<file path="config.mk">
export PLATFORM = sky130hd
export DESIGN_NAME = refclk_timebase
export DESIGN_NICKNAME = d
export VERILOG_FILES = /design/src/rtl/rtb_pkg.sv /design/src/rtl/rtb_prescaler.sv /design/src/rtl/rtb_subsec_counter.sv /design/src/rtl/rtb_seconds_counter.sv /design/src/rtl/rtb_read_port.sv /design/src/rtl/refclk_timebase.sv
export SDC_FILE = /design/constraint.sdc
export NUM_CORES = 1
export LEC_CHECK = 0
export BUFFER_PORTS_ARGS = -buffer_cell sky130_fd_sc_hd__clkbuf_2
export CAP_MARGIN = 25
export CORE_MARGIN = 4
export CORE_UTILIZATION = 55
export DETAILED_ROUTE_END_ITERATION = 7
export HOLD_SLACK_MARGIN = 0.15
export PLACE_DENSITY = 0.78
export SYNTH_ARGS = -nofsm -noshare
export SYNTH_HDL_FRONTEND = slang
export SYNTH_SLANG_ARGS = --single-unit
</file>
<file path="constraint.sdc">
create_clock -name clk -period 7.35 [get_ports clk]
set_input_delay 0.735 -clock clk [delete_from_list [all_inputs] [get_ports clk]]
set_output_delay 0.735 -clock clk [all_outputs]
set_load 0.01 [all_outputs]
</file>
<file path="src/rtl/rtb_pkg.sv">
package rtb_pkg;

  localparam int unsigned RTB_WORD_CYCLE   = 0;
  localparam int unsigned RTB_WORD_SECONDS = 1;

  // Next value of the coarse cycle count, wrapping at the limit.
  function automatic logic [31:0] rtb_subsec_next(input logic [31:0] cur,
                                                  input logic [31:0] step,
                                                  input logic [31:0] limit);
    logic [31:0] sum;
    sum = cur + step;
    return (sum >= limit) ? 32'd0 : sum;
  endfunction

  // True when the current count is the last one before the wrap.
  function automatic logic rtb_is_last(input logic [31:0] cur,
                                       input logic [31:0] step,
                                       input logic [31:0] limit);
    return (cur + step) >= limit;
  endfunction

endpackage

</file>
<file path="src/rtl/rtb_prescaler.sv">
module rtb_prescaler #(
  parameter int unsigned LOG2_DIV = 4
) (
  input  logic clk,
  input  logic rst_n,
  output logic tick
);
  logic [LOG2_DIV-1:0] pre_q;

  always_ff @(posedge clk or negedge rst_n) begin
    if (!rst_n) pre_q <= '0;
    else        pre_q <= pre_q + 1'b1;
  end

  assign tick = &pre_q;

  AST_TICK_SPACING: assert property (@(posedge clk) disable iff (!rst_n)
    tick |=> !tick);
endmodule

</file>
<file path="src/rtl/rtb_subsec_counter.sv">
module rtb_subsec_counter
  import rtb_pkg::*;
#(
  parameter int unsigned STEP        = 16,
  parameter int unsigned WRAP_CYCLES = 25000000,
  parameter int unsigned CYC_W       = 25
) (
  input  logic             clk,
  input  logic             rst_n,
  input  logic             tick,
  output logic [CYC_W-1:0] cyc_q,
  output logic             wrap_evt
);
  localparam logic [31:0] STEP32 = 32'(STEP);
  localparam logic [31:0] LIM32  = 32'(WRAP_CYCLES);

  always_ff @(posedge clk or negedge rst_n) begin
    if (!rst_n)    cyc_q <= '0;
    else if (tick) cyc_q <= CYC_W'(rtb_subsec_next(32'(cyc_q), STEP32, LIM32));
  end

  assign wrap_evt = tick && rtb_is_last(32'(cyc_q), STEP32, LIM32);

  AST_LOW_BITS_ZERO: assert property (@(posedge clk) disable iff (!rst_n)
    cyc_q[3:0] == 4'd0);
  AST_HOLD_BETWEEN: assert property (@(posedge clk) disable iff (!rst_n)
    !tick |=> $stable(cyc_q));
  AST_STEP_SIZE: assert property (@(posedge clk) disable iff (!rst_n)
    (tick && !wrap_evt) |=> (32'(cyc_q) == 32'($past(cyc_q)) + STEP32));
  AST_WRAP_ZERO: assert property (@(posedge clk) disable iff (!rst_n)
    wrap_evt |=> (cyc_q == '0));
  AST_BELOW_LIMIT: assert property (@(posedge clk) disable iff (!rst_n)
    32'(cyc_q) < LIM32);
endmodule

</file>
<file path="src/rtl/rtb_seconds_counter.sv">
module rtb_seconds_counter #(
  parameter int unsigned SEC_W = 32
) (
  input  logic             clk,
  input  logic             rst_n,
  input  logic             wrap_evt,
  output logic [SEC_W-1:0] sec_q
);
  always_ff @(posedge clk or negedge rst_n) begin
    if (!rst_n)        sec_q <= '0;
    else if (wrap_evt) sec_q <= sec_q + 1'b1;
  end

  AST_SEC_ADVANCE: assert property (@(posedge clk) disable iff (!rst_n)
    wrap_evt |=> (sec_q == $past(sec_q) + 1'b1));
  AST_SEC_STILL: assert property (@(posedge clk) disable iff (!rst_n)
    !wrap_evt |=> $stable(sec_q));
  AST_SEC_ROLL: assert property (@(posedge clk) disable iff (!rst_n)
    (wrap_evt && (&sec_q)) |=> (sec_q == '0));
endmodule

</file>
<file path="src/rtl/rtb_read_port.sv">
module rtb_read_port
  import rtb_pkg::*;
#(
  parameter int unsigned ADDR_W = 2,
  parameter int unsigned CYC_W  = 25,
  parameter int unsigned SEC_W  = 32
) (
  input  logic              clk,
  input  logic              rst_n,
  input  logic [ADDR_W-1:0] addr,
  input  logic              rd_en,
  input  logic [CYC_W-1:0]  cyc_val,
  input  logic [SEC_W-1:0]  sec_val,
  output logic [31:0]       rd_data
);
  logic [31:0] sel_word;

  always_comb begin
    if (32'(addr) == RTB_WORD_CYCLE)        sel_word = 32'(cyc_val);
    else if (32'(addr) == RTB_WORD_SECONDS) sel_word = 32'(sec_val);
    else                                    sel_word = 32'd0;
  end

  always_ff @(posedge clk or negedge rst_n) begin
    if (!rst_n)     rd_data <= 32'd0;
    else if (rd_en) rd_data <= sel_word;
  end

  AST_READ_HOLD: assert property (@(posedge clk) disable iff (!rst_n)
    !rd_en |=> $stable(rd_data));
  AST_UNMAPPED_ZERO: assert property (@(posedge clk) disable iff (!rst_n)
    (rd_en && (32'(addr) > RTB_WORD_SECONDS)) |=> (rd_data == 32'd0));
endmodule

</file>
<file path="src/rtl/refclk_timebase.sv">
module refclk_timebase #(
  parameter int unsigned WRAP_CYCLES = 25000000,
  parameter int unsigned SEC_W       = 32,
  parameter int unsigned ADDR_W      = 2
) (
  input  logic              clk,
  input  logic              rst_n,
  input  logic [ADDR_W-1:0] addr,
  input  logic              rd_en,
  input  logic              wr_en,
  input  logic [31:0]       wr_data,
  output logic [31:0]       rd_data
);
  localparam int unsigned LOG2_DIV = 4;
  localparam int unsigned STEP     = 1 << LOG2_DIV;
  localparam int unsigned CYC_W    = $clog2(WRAP_CYCLES);

  logic             tick;
  logic             wrap_evt;
  logic [CYC_W-1:0] cyc_q;
  logic [SEC_W-1:0] sec_q;
  logic             wr_unused;

  // The write channel exists only to be discarded.
  assign wr_unused = ^{wr_en, wr_data};

  rtb_prescaler #(.LOG2_DIV(LOG2_DIV)) u_pre (
    .clk(clk), .rst_n(rst_n), .tick(tick)
  );

  rtb_subsec_counter #(.STEP(STEP), .WRAP_CYCLES(WRAP_CYCLES), .CYC_W(CYC_W)) u_sub (
    .clk(clk), .rst_n(rst_n), .tick(tick), .cyc_q(cyc_q), .wrap_evt(wrap_evt)
  );

  rtb_seconds_counter #(.SEC_W(SEC_W)) u_sec (
    .clk(clk), .rst_n(rst_n), .wrap_evt(wrap_evt), .sec_q(sec_q)
  );

  rtb_read_port #(.ADDR_W(ADDR_W), .CYC_W(CYC_W), .SEC_W(SEC_W)) u_rd (
    .clk(clk), .rst_n(rst_n), .addr(addr), .rd_en(rd_en),
    .cyc_val(cyc_q), .sec_val(sec_q), .rd_data(rd_data)
  );

  AST_WRITE_NO_EFFECT: assert property (@(posedge clk) disable iff (!rst_n)
    (wr_en && !rd_en) |=> $stable(rd_data));
endmodule

</file>
==> results.sh <==
export IMPL_status="completed"
export IMPL_dieHeight_um=99.0
export IMPL_die_area_um2=9800
export IMPL_ys_ff_latch=89
export IMPL_num_vias=3462
export IMPL_first_iter_violations=244
export IMPL_cts_hold_buf=0
export IMPL_fmax_ghz=0.233
export IMPL_synth_cells=460
export IMPL_drv_cap=0
export IMPL_ys_seq_area_frac=0.489
export IMPL_ys_flop_type="dfrtp_1"
export IMPL_synth_edf_count=0
export IMPL_hold_violations=0
export IMPL_grt_pass1_vias=3440
export IMPL_period_share=0.584
export IMPL_slew_viol_final=0
export IMPL_diodes=0
export IMPL_final_core_util=0.625
export IMPL_numCtsBuffers=9
export IMPL_clkTransAtPathRegs_ps=90
export IMPL_setup_violations_final=0
export IMPL_vias_per_cell=5.94
export IMPL_clockRootBuffer="clkbuf_8"
export IMPL_ant_nets=0
export IMPL_cpMostUsedCell="nand2_1"
export IMPL_cpPeakStageDelay_ps=670
export IMPL_drc=0
export IMPL_wl_per_cell_um=17.2
export IMPL_grt_pass1_wl_mm=17.3
export IMPL_synth_distinct_cells=44
export IMPL_pwr_density_cell_nw_per_um2=167
export IMPL_clock_latency_ps=360
export IMPL_synth_top_cell_area_share=0.489
export IMPL_coreArea_um2=7890
export IMPL_dpl_cell_area_um2=4750
export IMPL_rows=32
export IMPL_synth_nets=502
export IMPL_postCtsSetupRepairBufs=0
export IMPL_wl_mm=10.0
export IMPL_slew_headroom=0.326
export IMPL_cts_max_level=3
export IMPL_gr_usage_all_layers=0.217
export IMPL_clock_sinks=89
export IMPL_drtPass1Iterations=4
export IMPL_cp_end_kind="flip-flop"
export IMPL_p_leak_nw=2.30
export IMPL_arrival_ps=4530
export IMPL_cp_max_fo=24
export IMPL_drive_gt1_frac=0.143
export IMPL_gp_congestion=0.939
export IMPL_synth_area_leaders="dfrtp_1, xor2_1, mux2i_1, nand2_1, inv_1"
export IMPL_dpl_hpwl_mm=6.80
export IMPL_worst_slew_pin_slew_ps=1010
export IMPL_crit_path_start_kind="flip-flop"
export IMPL_worstPathRequired_ps=7590
export IMPL_final_area_um2=4930
export IMPL_path_cells="ha_1 > nand2_1 > or4_1 > nor4_4 > xnor2_1 > o21ai_0 > a21oi_2 > buf_4 > nand2_1 > o311ai_0"
export IMPL_async_reset_ff_frac=1.00
export IMPL_clockBufferDepth=2
export IMPL_ctsResizeCount=0
export IMPL_ir_drop_uv=146
export IMPL_antenna_found_initial=0
export IMPL_fin_tns_setup_ps=0
export IMPL_critical_path_class="flip-flop to flip-flop"
export IMPL_fin_nets=518
export IMPL_ios=70
export IMPL_port_buffers=36
export IMPL_yosys_warnings=0
export IMPL_syn_to_final_growth_pct=8.30
export IMPL_rsz0062_at_grt="false"
export IMPL_start_util=0.577
export IMPL_hold_slack_ps=330
export IMPL_synthesis_area_um2=4550
export IMPL_worst_slack_ps=3060
export IMPL_die_width_um=99.0
export IMPL_pre_cts_slack_ps=3140
export IMPL_finalCriticalPeriod_ps=4290
export IMPL_avgSynthCellArea_um2=9.90
export IMPL_grt_start_max_net_pins=53
export IMPL_finClkSkew_ps=12.1
export IMPL_cts_tree="done"
export IMPL_yosys_area_top_type="dfrtp_1"
export IMPL_overflow=0
export IMPL_hold_class="input port to async pin"
export IMPL_slowest_stage="a21oi_2"
kinds of logic (layout without fill, tap and decap cells):
| logic type | after synthesis | count (layout) | share of synthesized area |
|---|---|---|---|
| AO/OA/AOI/OAI | 82 | 82 | 0.117 |
| flip-flops | 89 | 89 | 0.489 |
| adder cells (fa/ha/maj) | 4 | 4 | 0.0110 |
| XOR/XNOR | 39 | 39 | 0.0750 |
| multiplexers | 22 | 22 | 0.0487 |
| buffers and inverters | 70 | 91 | 0.0629 |
| AND/OR/NAND/NOR | 154 | 154 | 0.196 |
synthesized netlist by cell type, drive strengths merged (2+ instances only):
cell type,instances
a21o,4
a21oi,6
a22o,8
a2bb2oi,2
and3,8
and4,4
buf,13
clkbuf,20
dfrtp,89
ha,4
inv,37
mux2i,21
nand2,45
nand2b,2
nand3,23
nand4,9
nor2,19
nor2b,2
nor3,8
nor3b,2
nor4,23
nor4b,5
o21ai,26
o22ai,22
o2bb2ai,5
o311ai,3
o31ai,3
xnor2,5
xor2,34
layout by cell type (no fill, tap or decap), types with 5 or more instances in the layout:
cell type,instances
dfrtp_1,89
nand2_1,45
inv_1,37
clkbuf_2,35
xor2_1,34
o21ai_0,26
nand3_1,23
o22ai_1,22
mux2i_1,21
nor2_1,19
nor4_1,12
nor4_2,10
clkbuf_8,9
nor3_1,8
and3_1,8
a22o_1,8
nand4_1,7
xnor2_1,5
a21oi_1,5
nor4b_1,5
o2bb2ai_1,5
final timing paths:
| kind | start | cells after the start | to | slack [ps] |
|---|---|---|---|---|
| min reg2reg | u_pre.pre_q[0]$_DFF_PN0_ | 1 | u_pre.pre_q[0]$_DFF_PN0_ | 470 |
| max | u_sub.cyc_q[5]$_DFFE_PN0P_ | 10 | u_sub.cyc_q[9]$_DFFE_PN0P_ | 3060 |
| min in group clk | u_pre.pre_q[0]$_DFF_PN0_ | 1 | u_pre.pre_q[0]$_DFF_PN0_ | 470 |
| max reg2reg | u_sub.cyc_q[5]$_DFFE_PN0P_ | 10 | u_sub.cyc_q[9]$_DFFE_PN0P_ | 3060 |
| max in group asynchronous | rst_n | 2 | u_rd.rd_data[1]$_DFFE_PN0P_ | 6400 |
| min | rst_n | 1 | u_rd.rd_data[29]$_DFFE_PN0P_ | 330 |
cell type report:
class / count / area, µm²
fillers: 635 / 2960
flip-flops and latches: 89 / 2230
multi-input cells: 301 / 2040
repair buffers: 38 / 218
inverters: 37 / 139
well taps: 102 / 128
clock buffers: 9 / 124
clock inverters: 7 / 52.6
state kept, by name (all words and copies together), names as in the netlist:
register      flops
u_rd.rd_data     32
u_sub.cyc_q      21
u_sec.sec_q      32
u_pre.pre_q       4
worst max-delay path: cells and delay by family (launching register included):
family                   cells  cell delay, ps
AND/OR/NAND/NOR              4            1340
AO/OA/AOI/OAI                3            1300
flip-flops                   1             560
buffers and inverters        1             420
adder cells (fa/ha/maj)      1             330
XOR/XNOR                     1             210
metal layers:
metal / global-route usage / wire [µm] / vias up
li1: - / - / 1655
met1: 0.305 / 4610 / 1699
met2: 0.341 / 4770 / 90
met3: 0.0474 / 506 / 18
met4: 0.0609 / 133 / 0
met5: 0 / 0 / -
power by group:
part           leakage, nW  internal [W]  switching, W
logic                0.984    0.00000650     0.0000192
clock network       0.0900      0.000125      0.000184
registers             1.23      0.000490   0.000000313
through the flow:
stage | total power, W | instances
global placement | 0.000524 | 566
global route | 0.000856 | 583
floorplan | 0.000511 | 460
CTS | 0.000833 | 583
finish | 0.000825 | 583
detailed placement | 0.000526 | 567
(Power assumes the default switching activity.)
